$ cat config.mk
export PLATFORM = sky130hd
export DESIGN_NAME = gtrig_unit
export DESIGN_NICKNAME = d
export VERILOG_FILES = /design/src/rtl/gtrig_pkg.sv /design/src/rtl/gtrig_toggle.sv /design/src/rtl/gtrig_prescaler.sv /design/src/rtl/gtrig_lockout.sv /design/src/rtl/gtrig_id_ctr.sv /design/src/rtl/gtrig_unit.sv
export SDC_FILE = /design/constraint.sdc
export NUM_CORES = 1
export LEC_CHECK = 0
export ABC_AREA = 0
export CORE_MARGIN = 1.5
export CORE_UTILIZATION = 55
export DETAILED_ROUTE_END_ITERATION = 8
export GPL_ROUTABILITY_DRIVEN = 0
export PLACE_DENSITY = 0.95
export SYNTH_ARGS = -nofsm -noshare
export SYNTH_HDL_FRONTEND = slang
export SYNTH_SLANG_ARGS = --single-unit
$ cat constraint.sdc
create_clock -name clk_i -period 7.1 [get_ports clk_i]
set_input_delay 1.42 -clock clk_i [delete_from_list [all_inputs] [get_ports clk_i]]
set_output_delay 1.42 -clock clk_i [all_outputs]
set_load 0.005 [all_outputs]
$ cat src/rtl/gtrig_pkg.sv
package gtrig_pkg;
  localparam int NUM_TRIG   = 26;
  localparam int WORD_W     = 27;
  localparam int LOW_HIT    = 0;
  localparam int PRESC_LINE = 11;
  localparam int MISS_BIT   = 26;
  localparam int ROLL_W     = 16;
endpackage

$ cat src/rtl/gtrig_toggle.sv
module gtrig_toggle #(
  parameter int W = 3
) (
  input  logic         clk_i,
  input  logic         rst_ni,
  input  logic [W-1:0] lvl_i,
  output logic [W-1:0] edge_o
);
  logic [W-1:0] prev_q;

  always_ff @(posedge clk_i or negedge rst_ni) begin
    if (!rst_ni) prev_q <= '0;
    else         prev_q <= lvl_i;
  end

  assign edge_o = lvl_i ^ prev_q;
endmodule

$ cat src/rtl/gtrig_prescaler.sv
module gtrig_prescaler #(
  parameter int CNT_W = 16,
  parameter int RST_N = 1
) (
  input  logic             clk_i,
  input  logic             rst_ni,
  input  logic             load_i,
  input  logic [CNT_W-1:0] ratio_i,
  input  logic             src_i,
  output logic             fire_o
);
  logic [CNT_W-1:0] n_q, cnt_q, n_m1;
  logic             last;

  assign n_m1   = (n_q == '0) ? '0 : n_q - 1'b1;
  assign last   = (cnt_q >= n_m1);
  assign fire_o = src_i & last;

  always_ff @(posedge clk_i or negedge rst_ni) begin
    if (!rst_ni) begin
      n_q   <= CNT_W'(RST_N);
      cnt_q <= '0;
    end else if (load_i) begin
      n_q   <= ratio_i;
      cnt_q <= '0;
    end else if (src_i) begin
      cnt_q <= last ? '0 : cnt_q + 1'b1;
    end
  end
endmodule

$ cat src/rtl/gtrig_lockout.sv
module gtrig_lockout #(
  parameter int CNT_W = 16,
  parameter int RST_W = 4
) (
  input  logic             clk_i,
  input  logic             rst_ni,
  input  logic             load_i,
  input  logic [CNT_W-1:0] width_i,
  input  logic             start_i,
  input  logic             hit_i,
  output logic             busy_o,
  output logic             missed_o,
  output logic             done_o
);
  logic [CNT_W-1:0] w_q, cnt_q, len;

  // zero width still blocks one cycle
  assign len      = (w_q == '0) ? CNT_W'(1) : w_q;
  assign busy_o   = (cnt_q != '0);
  assign missed_o = busy_o & hit_i;

  always_ff @(posedge clk_i or negedge rst_ni) begin
    if (!rst_ni) begin
      w_q    <= CNT_W'(RST_W);
      cnt_q  <= '0;
      done_o <= 1'b0;
    end else begin
      if (load_i) w_q <= width_i;
      done_o <= busy_o && (cnt_q == CNT_W'(1));
      if (start_i)     cnt_q <= len;
      else if (busy_o) cnt_q <= cnt_q - 1'b1;
    end
  end
endmodule

$ cat src/rtl/gtrig_id_ctr.sv
module gtrig_id_ctr #(
  parameter int ID_W   = 24,
  parameter int ROLL_W = 16
) (
  input  logic            clk_i,
  input  logic            rst_ni,
  input  logic            preset_i,
  input  logic [ID_W-1:0] preset_val_i,
  input  logic            adv_i,
  output logic [ID_W-1:0] id_o,
  output logic            wrap_o
);
  logic [ID_W-1:0] id_q;

  assign id_o   = id_q;
  assign wrap_o = adv_i & (&id_q[ROLL_W-1:0]);

  always_ff @(posedge clk_i or negedge rst_ni) begin
    if (!rst_ni)       id_q <= '0;
    else if (preset_i) id_q <= preset_val_i;
    else if (adv_i)    id_q <= id_q + 1'b1;
  end
endmodule

$ cat src/rtl/gtrig_unit.sv
module gtrig_unit
  import gtrig_pkg::*;
#(
  parameter int ID_W      = 24,
  parameter int LOCK_W    = 16,
  parameter int PRESC_W   = 16,
  parameter int LOCK_RST  = 4,
  parameter int PRESC_RST = 1
) (
  input  logic                clk_i,
  input  logic                rst_ni,
  input  logic [NUM_TRIG-1:0] trig_i,
  input  logic [NUM_TRIG-1:0] mask_i,
  input  logic                resync_en_i,
  input  logic                lock_tgl_i,
  input  logic [LOCK_W-1:0]   lock_width_i,
  input  logic                presc_tgl_i,
  input  logic [PRESC_W-1:0]  presc_ratio_i,
  input  logic                id_tgl_i,
  input  logic [ID_W-1:0]     id_preset_i,
  output logic                gt_o,
  output logic [ID_W-1:0]     gt_id_o,
  output logic [WORD_W-1:0]   trig_word_o,
  output logic                sync_clr_o,
  output logic                lock_done_o
);
  localparam int NTGL = 3;
  localparam int T_LOCK = 0, T_PRESC = 1, T_ID = 2;

  logic [NTGL-1:0]     tgl_edge;
  logic                presc_fire;
  logic [NUM_TRIG-1:0] lines, masked_lines;
  logic                hit, accept, lock_busy, missed;
  logic [ID_W-1:0]     id_cur;
  logic                id_wrap;
  logic                unused_raw_presc;

  assign unused_raw_presc = trig_i[PRESC_LINE];

  gtrig_toggle #(.W(NTGL)) u_tgl (
    .clk_i  (clk_i),
    .rst_ni (rst_ni),
    .lvl_i  ({id_tgl_i, presc_tgl_i, lock_tgl_i}),
    .edge_o (tgl_edge)
  );

  gtrig_prescaler #(.CNT_W(PRESC_W), .RST_N(PRESC_RST)) u_presc (
    .clk_i   (clk_i),
    .rst_ni  (rst_ni),
    .load_i  (tgl_edge[T_PRESC]),
    .ratio_i (presc_ratio_i),
    .src_i   (trig_i[LOW_HIT]),
    .fire_o  (presc_fire)
  );

  // line 11 comes from the prescaler, not the pin
  always_comb begin
    lines             = trig_i;
    lines[PRESC_LINE] = presc_fire;
  end

  assign masked_lines = lines & mask_i;
  assign hit          = |masked_lines;
  assign accept       = hit & ~lock_busy;

  gtrig_lockout #(.CNT_W(LOCK_W), .RST_W(LOCK_RST)) u_lock (
    .clk_i    (clk_i),
    .rst_ni   (rst_ni),
    .load_i   (tgl_edge[T_LOCK]),
    .width_i  (lock_width_i),
    .start_i  (accept),
    .hit_i    (hit),
    .busy_o   (lock_busy),
    .missed_o (missed),
    .done_o   (lock_done_o)
  );

  gtrig_id_ctr #(.ID_W(ID_W), .ROLL_W(ROLL_W)) u_id (
    .clk_i        (clk_i),
    .rst_ni       (rst_ni),
    .preset_i     (tgl_edge[T_ID]),
    .preset_val_i (id_preset_i),
    .adv_i        (accept),
    .id_o         (id_cur),
    .wrap_o       (id_wrap)
  );

  always_ff @(posedge clk_i or negedge rst_ni) begin
    if (!rst_ni) begin
      gt_o        <= 1'b0;
      gt_id_o     <= '0;
      trig_word_o <= '0;
      sync_clr_o  <= 1'b0;
    end else begin
      gt_o       <= accept;
      sync_clr_o <= id_wrap & resync_en_i;
      if (accept) begin
        gt_id_o     <= id_cur;
        trig_word_o <= {1'b0, masked_lines};
      end else if (missed) begin
        trig_word_o[MISS_BIT] <= 1'b1;
      end
    end
  end
endmodule

# ---- After elaboration in Yosys (flattened, before gate mapping)
# Cells that the tools add are included.
dict set report classes {
  n_addsub 4
  order_cmp 1
  eq_ne 1
  n_mux 11
  bitwise 8
  reduce_logical 10
}
# operator count
set op_table {}
lappend op_table {{$mux 16} 7}
lappend op_table {{$mux 24} 2}
lappend op_table {{$logic_not 16->1} 2}
lappend op_table {{$sub 16x1->16 const B} 2}
lappend op_table {{$and 26x26->26} 1}
lappend op_table {{$reduce_or 26->1} 1}
lappend op_table {{$add 24x1->24 const B} 1}
lappend op_table {{$add 16x1->16 const B} 1}
lappend op_table {{$eq 16x1->1 const B} 1}
lappend op_table {{$ge 16x16->1} 1}
lappend op_table {{$reduce_and 16->1} 1}
lappend op_table {{$reduce_bool 16->1} 1}
lappend op_table {{$reduce_bool 2->1} 4}
lappend op_table {{$and 1x1->1} 5}
lappend op_table {{$xor 3x3->3} 1}
lappend op_table {{$mux 1} 2}
lappend op_table {{$logic_and 1x1->1} 1}
lappend op_table {{$not 1->1} 1}
dict set report totals {
  register_bits 145
  input_bits 114
  output_inout_bits 54
  word_cells 47
}

# ---- Longest topological paths before layout
# Gate-level depths: netlist of run 1.
dict set report logic_depth {
  depth_word 9
  ltp_mapped 18
  ltp_nobuf 15
}

# ---- Cells and area by module
# A second synthesis of run 1 with hierarchy kept.
dict set report unflattened {
  cells_unflattened 693
  area_unflattened_um2 7432.1
}
# module instances cells_each area_each_um2 seq_area_each_um2
set by_module_without_submodules {}
lappend by_module_without_submodules {gtrig_prescaler 1 225 2185.8 802.0}
lappend by_module_without_submodules {gtrig_unit 1 165 2128.3 1326.3}
lappend by_module_without_submodules {gtrig_lockout 1 140 1605.3 827.0}
lappend by_module_without_submodules {gtrig_id_ctr 1 157 1411.4 600.6}
lappend by_module_without_submodules {gtrig_toggle 1 6 101.3 75.1}

# ---- Worst setup path before layout of run 1
# Ideal clock, no wire load.
dict set report synth_timing {
  kind {register to register}
  startpoint {reg u_presc.n_q[7]}
  endpoint {reg gt_id_o[23]}
  setup_ns 0.125
  arrival_ns 4.342
  required_time_ns 6.975
  slack_ns 2.634
  path_stages_with_launch 15
  path_buffers 2
  synth_period_minus_slack_ns 4.466
  path_cell_list {dfrtp_1 -> or4_1 -> or3_1 -> or4_1 -> or2_1 -> clkbuf_1 -> and2_1 -> ha_1 -> nand2b_1 -> a2111oi_0 -> o311a_1 -> a211oi_4 -> nor2_1 -> clkbuf_1 -> mux2_2}
}
dict set report synth_via {
  elab_chain_len 7
  word_cells_on_any_way 8
  classes_between {add/sub (1); order compare (1); mux (1); bitwise (3); reduce/logical (2)}
}
# item line
set synth_lines {}
lappend synth_lines {{start, declared} gtrig_prescaler.sv:12} ;# logic [CNT_W-1:0] n_q, cnt_q, n_m1;
lappend synth_lines {{start signal, assigned} gtrig_prescaler.sv:21} ;# n_q <= CNT_W'(RST_N);
lappend synth_lines {{start signal, assigned} gtrig_prescaler.sv:24} ;# n_q <= ratio_i;
lappend synth_lines {{$sub 16x1->16 / $logic_not 16->1 (equally long branches)} gtrig_prescaler.sv:15} ;# assign n_m1 = (n_q == '0) ? '0 : n_q - 1'b1;
lappend synth_lines {{$mux 16 *} gtrig_prescaler.sv:15}
lappend synth_lines {{$ge 16x16->1 *} gtrig_prescaler.sv:16} ;# assign last = (cnt_q >= n_m1);
lappend synth_lines {{$and 1x1->1 *} gtrig_prescaler.sv:17} ;# assign fire_o = src_i & last;
lappend synth_lines {{$and 26x26->26 *} gtrig_unit.sv:62} ;# assign masked_lines = lines & mask_i;
lappend synth_lines {{$reduce_or 26->1 *} gtrig_unit.sv:63} ;# assign hit = |masked_lines;
lappend synth_lines {{$and 1x1->1 *} gtrig_unit.sv:64} ;# assign accept = hit & ~lock_busy;
lappend synth_lines {{end signal, assigned} gtrig_unit.sv:98} ;# gt_id_o <= id_cur;
lappend synth_lines {{end, declared} gtrig_unit.sv:22} ;# output logic [ID_W-1:0] gt_id_o,
# Mark *: on every way between the ends. The rest lies on a longest branch, timed or not.
# A chain may end at the register's enable or synchronous reset.

# ---- Final worst setup path of run 1
dict set report layout_timing {
  startpoint {reg u_presc.n_q[7]}
  endpoint {reg u_lock.cnt_q[8]}
}
dict set report layout_via {
  elab_chain_len 8
  word_cells_on_any_way 10
  classes_between {add/sub (1); order compare (1); mux (2); bitwise (3); reduce/logical (3)}
}
# item line
set layout_lines {}
lappend layout_lines {{$sub 16x1->16 / $logic_not 16->1 (equally long branches)} gtrig_prescaler.sv:15}
lappend layout_lines {{$mux 16 *} gtrig_prescaler.sv:15}
lappend layout_lines {{$ge 16x16->1 *} gtrig_prescaler.sv:16}
lappend layout_lines {{$and 1x1->1 *} gtrig_prescaler.sv:17}
lappend layout_lines {{$and 26x26->26 *} gtrig_unit.sv:62}
lappend layout_lines {{$reduce_or 26->1 *} gtrig_unit.sv:63}
lappend layout_lines {{$and 1x1->1 *} gtrig_unit.sv:64}
lappend layout_lines {{$mux 16 / $reduce_bool 2->1 (equally long branches)} n/a}
lappend layout_lines {{end signal, assigned} gtrig_lockout.sv:30} ;# if (start_i) cnt_q <= len;
lappend layout_lines {{end signal, assigned} gtrig_lockout.sv:31} ;# else if (busy_o) cnt_q <= cnt_q - 1'b1;
lappend layout_lines {{end, declared} gtrig_lockout.sv:15} ;# logic [CNT_W-1:0] w_q, cnt_q, len;
# Marks and branches as above.

==> reports/metrics.csv, run 1 <==
metric,value,unit
vias_per_cell,5.70,
path_cells,or4_1 > or3_1 > or4_1 > or2_1 > and2_1 > ha_1 > nand2b_1 > a2111oi_0 > o311a_1 > a211oi_4 > nor2_4 > inv_2 > a221o_1,
ys_seq_area_frac,0.498,
post_cts_buffers,0,
synth_warnings,0,
cp_max_fo,30,
detail-route-antenna-nets,0,
syn_inst,767,
rsz0062_at_grt,no,
m1WireLength,7350,µm
hold_buffers,0,
wl_met3,1070,µm
die_h,118,µm
cts_buffers,17,
fin_ws,1.44,ns
power.density,231,nW/µm²
worstMarginPinSlew,0.939,ns
setup_viol,0,
relSlewSlack,0.373,
htree_levels,4,
clock_path_buffers,2,
layout.cells.non_filler,1113,
crit_path_frequent_cell,or4_1,
grt_use_total,0.270,
status,finished clean,
worstPathArrival,5.96,ns
post_cts_resized,0,
num_antenna_cells,0,
synth-async-reset-ratio,1.00,
crit_family,simple AND/OR/NAND/NOR gates,
tns,0,ns
pre_cts_slack,1.43,ns
start_util,0.571,
first_global_vias,6141,
rr_endpoint,u_lock.cnt_q[8],
hp-class,register to register,
placed_cells,1081,
core,12800,µm²
p_leak,0.00432,µW
worstPathRequired,7.40,ns
clk_latency,0.42,ns
ys_ff_latch,145,
antenna_found_initial,1,
syn_area_per_cell,9.50,µm²
die_x,118,µm
met2_wirelength,9000,µm
min_to,gt_id_o[5],
drv_slew,0,
rr_worst_depth,13,
crit_buf_inv,1,
min_period,5.66,ns
drt_wl_total,17800,µm
worstHoldStart,gt_id_o[5],
path_class,register to register,
grt_max_degree,80,
dr.max_layer_used,met4,
finalNetCount,1064,
mostFrequentLayoutCells,"nand2_1, clkdlybuf4s50_1, dfrtp_1",
grt_pass1_wl,30100,µm
cp-end-kind,register,
dr_total_vias,6343,
timing.rr.start,u_presc.n_q[7],
dpl.hpwl,12700,µm
io_buffer_count,166,
final_hold_viol_count,0,
finalClockSkew,0.00762,ns
ys_types,64,
fin_crit_sh,0.797,
final_common_cell,nand2_1,
grt.overflow.total,0,
synthFlopType,dfrtp_1,
die-area,14000,µm²
drc,0,
synth_edf_count,0,
r2r_slack,1.44,ns
cap_viol_max_count,0,
ir_drop,0.151,mV
cts-root-buf,clkbuf_16,
cp-start-kind,register,
areaGrowthSynthToFinish,33.3,%
drtIter0Drc,431,
netlist_area,7290,µm²
slowest_stage,a2111oi_0,
cts_tree,done,
pin_count,168,
hold_depth,2,
rows,41,
synthesis.nets,903,
clk_pin_slew,0.06,ns
cts.sinks,145,
max_stage_delay,0.64,ns
drive_above_1_share,0.0914,
routedWlPerCell,16.0,µm
drt_first_pass_iters,5,
fmax,0.177,GHz
==> logic make-up (layout without fill, tap and decap cells) <==
logic type / after synthesis / count (layout) / share of synthesized area
AO/OA/AOI/OAI: 127 / 127 / 0.113
XOR/XNOR: 45 / 45 / 0.0541
flip-flops: 145 / 145 / 0.498
AND/OR/NAND/NOR: 352 / 352 / 0.222
buffers and inverters: 42 / 216 / 0.0228
adder cells (fa/ha/maj): 22 / 22 / 0.0378
multiplexers: 34 / 34 / 0.0520
==> worst reg2reg max path, stage by stage (launching register included) <==
cell and delay, ns:
dfrtp_1 0.42, or4_1 0.57, or3_1 0.38, or4_1 0.47, or2_1 0.41, and2_1 0.23, ha_1 0.26, nand2b_1 0.14
a2111oi_0 0.64, o311a_1 0.47, a211oi_4 0.15, nor2_4 0.58, inv_2 0.44, a221o_1 0.38
==> synthesized netlist by cell type, types with 4 or more instances <==
master    count  area, µm²
o211ai_1     10       75.1
and4_1        5       43.8
xor2_1       36        315
nand2_1     199        747
ha_1         22        275
a21o_1        4       30.0
a21oi_1      12       60.1
dfrtp_1     143       3580
nor2_1       39        146
clkbuf_1     20       75.1
inv_1        12       45.0
xnor2_1       9       78.8
nor4_1        8       50.1
or4_1        12       90.1
nand4_1      11       68.8
buf_2         7       35.0
o21ai_0      63        315
and3_1       11       68.8
mux2_2       31        349
nand3_1      31        155
nor3_1       15       75.1
==> how the worst max path moves through the flow <==
stage,slack (ns),cells after the start,to,start
floorplan,2.63,14,gt_id_o[23],u_presc.n_q[7]
global placement,1.61,13,u_lock.cnt_q[8],u_presc.n_q[7]
detailed placement,1.43,13,u_lock.cnt_q[8],u_presc.n_q[7]
CTS,1.44,13,u_lock.cnt_q[8],u_presc.n_q[7]
global route,1.10,14,u_id.id_o[0],u_presc.n_q[7]
finish,1.44,13,u_lock.cnt_q[8],u_presc.n_q[7]
==> metrics by stage <==
step / utilization / instance area (µm²) / total power (µW) / hold slack, ns
final: 0.761 / 9720 / 2240 / 0.464
after global routing: 0.761 / 9720 / 2340 / 0.491
after detailed placement: 0.714 / 9120 / 1360 / 0.454
after CTS: 0.761 / 9720 / 2250 / 0.467
after global placement: 0.714 / 9120 / 1340 / 0.450
after floorplan: - / 7290 / 1190 / 0.444
==> routing by layer <==
layer  track usage  vias up
met5             0        -
met4         0.101        0
met3        0.0552       40
li1              -     3009
met1         0.343     3050
met2         0.454      244
==> sequential cells by signal (all words and copies together), names as in the netlist, 3 cells and up <==
register	flops
u_presc.n_q	16
trig_word_o	27
u_presc.cnt_q	16
u_lock.cnt_q	16
u_tgl.prev_q	3
u_id.id_o	24
gt_id_o	24
u_lock.w_q	16
==> cell type report <==
type	count	area, µm²
inverter	13	48.8
timing repair buffer	171	1700
multi-input combinational	580	3520
fill	855	3060
clock inverter	5	75.1
sequential	145	3630
clock buffer	27	523
tap	172	215
==> report_power, final <==
| group | switching, µW | internal [µW] |
|---|---|---|
| clock network | 322 | 572 |
| registers | 96.9 | 914 |
| logic | 152 | 187 |
| total | 571 | 1670 |
Power figures use the tool's default switching activity.
==> run 2, diff against run 1 <==
CORE_UTILIZATION = 46   (was 55)
PLACE_DENSITY = 0.87   (was 0.95)
clock period = 5.2 ns   (was 7.1 ns; I/O delays follow)
==> reports/metrics.csv, run 2 (synthesis results as in run 1) <==
metric,value,unit,change
status,finished clean,,unchanged
first_global_vias,6239,,was 6141
grt_use_total,0.228,,was 0.270
drv_slew,0,,unchanged
mostFrequentLayoutCells,"nand2_1, clkdlybuf4s50_1, dfrtp_1",,unchanged
relSlewSlack,0.397,,was 0.373
worstHoldStart,gt_id_o[12],,was gt_id_o[5]
cp-start-kind,register,,unchanged
dpl.hpwl,12600,µm,was 12700 µm
r2r_slack,0.37,ns,was 1.44 ns
worstPathRequired,5.51,ns,was 7.40 ns
die_h,129,µm,was 118 µm
cts_tree,done,,unchanged
final_core_util,0.642,,was 0.761
clk_pin_slew,0.06,ns,about the same
grt_max_degree,99,,was 80
final_hold_viol_count,0,,unchanged
cp-end-kind,register,,unchanged
finalClockSkew,0.0110,ns,was 0.00762 ns
grtUsageMet1,0.279,,was 0.343
detail-route-antenna-nets,0,,unchanged
core,15300,µm²,was 12800 µm²
rows,45,,was 41
drive_above_1_share,0.0994,,was 0.0914
top_usage_layer,met2,,unchanged
worstPathArrival,5.14,ns,was 5.96 ns
drt_first_pass_iters,5,,unchanged
hold_buffers,0,,unchanged
hold_slack,0.464,ns,about the same
grt.overflow.total,0,,unchanged
rsz0062_at_grt,no,,unchanged
areaGrowthSynthToFinish,34.9,%,was 33.3%
cts-root-buf,clkbuf_16,,unchanged
hold_depth,2,,unchanged
rr_endpoint,u_lock.cnt_q[12],,was u_lock.cnt_q[8]
htree_levels,4,,unchanged
routedWlPerCell,15.5,µm,was 16.0 µm
drc,0,,unchanged
regMostFlops,trig_word_o,,unchanged
cap_viol_max_count,0,,unchanged
cts.sinks,145,,unchanged
vias_per_cell,5.39,,was 5.70
min_period,4.83,ns,was 5.66 ns
fin_ws,0.370,ns,was 1.44 ns
drtIter0Drc,426,,was 431
path_class,register to register,,unchanged
power.density,320,nW/µm²,was 231 nW/µm²
fmax,0.207,GHz,was 0.177 GHz
worstMarginPinSlew,0.904,ns,was 0.939 ns
rr_worst_depth,13,,unchanged
hp-class,register to register,,unchanged
timing.rr.start,u_presc.n_q[7],,unchanged
pin_count,168,,unchanged
min_to,gt_id_o[12],,was gt_id_o[5]
drt_wl_total,17900,µm,was 17800 µm
fin_crit_sh,0.929,,was 0.797
setup_viol,0,,unchanged
finalNetCount,1069,,was 1064
post_cts_resized,0,,unchanged
p_leak,0.00435,µW,was 0.00432 µW
grt_util_met2,0.398,,was 0.454
pre_cts_slack,0.372,ns,was 1.43 ns
tns,0,ns,unchanged
final_common_cell,nand2_1,,unchanged
ir_drop,0.408,mV,was 0.151 mV
clock_path_buffers,2,,unchanged
grt_pass1_wl,29900,µm,was 30100 µm
post_cts_buffers,0,,unchanged
largest_reg_flops,27,,unchanged
num_antenna_cells,0,,unchanged
cp_max_fo,13,,was 30
dr_total_vias,6232,,was 6343
die_x,129,µm,was 118 µm
grtUsageMet3,0.0565,,was 0.0552
io_buffer_count,166,,unchanged
start_util,0.476,,was 0.571
cts_buffers,17,,unchanged
clk_latency,0.42,ns,about the same
die-area,16600,µm²,was 14000 µm²
antenna_found_initial,0,,was 1
[run 2: cell types whose count changed in the layout (fill, tap and decap cells not counted), sizes merged]
cell,delta
clkinv,+1
bufinv,+2
clkbuf,-8
clkinvlp,+3
inv,+2
buf,+5
[run 2: layout make-up]
type / instances / area, µm²
flip-flops and latches: 145 / 3630
fillers: 1232 / 5480
clock buffers: 19 / 443
well taps: 211 / 264
clock inverters: 13 / 184
multi-input cells: 580 / 3510
repair buffers: 176 / 1750
inverters: 13 / 48.8
[run 2: power breakdown]
part / internal (µW) / leakage, µW / switching, µW
clock: 816 / 0.000300 / 485
sequential: 1250 / 0.00180 / 132
combinational: 257 / 0.00225 / 206
total: 2320 / 0.00435 / 824
[run 2: metrics by stage]
stage	power, µW	instance area, µm²	cells
CTS	3170	9830	1157
detailed placement	1860	9210	1125
floorplan	1630	7290	767
finish	3150	9830	1157
global route	3290	9830	1157
global placement	1830	9210	1125
[run 2: metal layers]
metal	vias up	routed length (µm)
met5	-	0
met4	0	224
met3	27	1080
met2	217	9110
met1	2985	7530
li1	3003	-
[run 2: worst max-delay path by stage]
stage / to / startpoint / cells after the start / slack, ns
floorplan: gt_id_o[23] / u_presc.n_q[7] / 14 / 0.73
global placement: u_lock.cnt_q[12] / u_presc.n_q[7] / 13 / 0.53
detailed placement: u_lock.cnt_q[12] / u_presc.n_q[7] / 13 / 0.37
CTS: u_lock.cnt_q[12] / u_presc.n_q[7] / 13 / 0.35
global route: u_lock.cnt_q[12] / u_presc.n_q[9] / 13 / 0.11
finish: u_lock.cnt_q[12] / u_presc.n_q[7] / 13 / 0.37
[run 2: critical path, cell delays in order, from the launching register on]
cell,delay [ns]
dfrtp_1,0.42
or4_1,0.57
or3_1,0.38
or4_1,0.46
or2_1,0.26
and2_1,0.16
ha_1,0.26
nand2b_1,0.13
a2111oi_0,0.59
o311a_1,0.45
nand2_1,0.22
a31o_2,0.42
a211oi_1,0.29
nor2_1,0.08
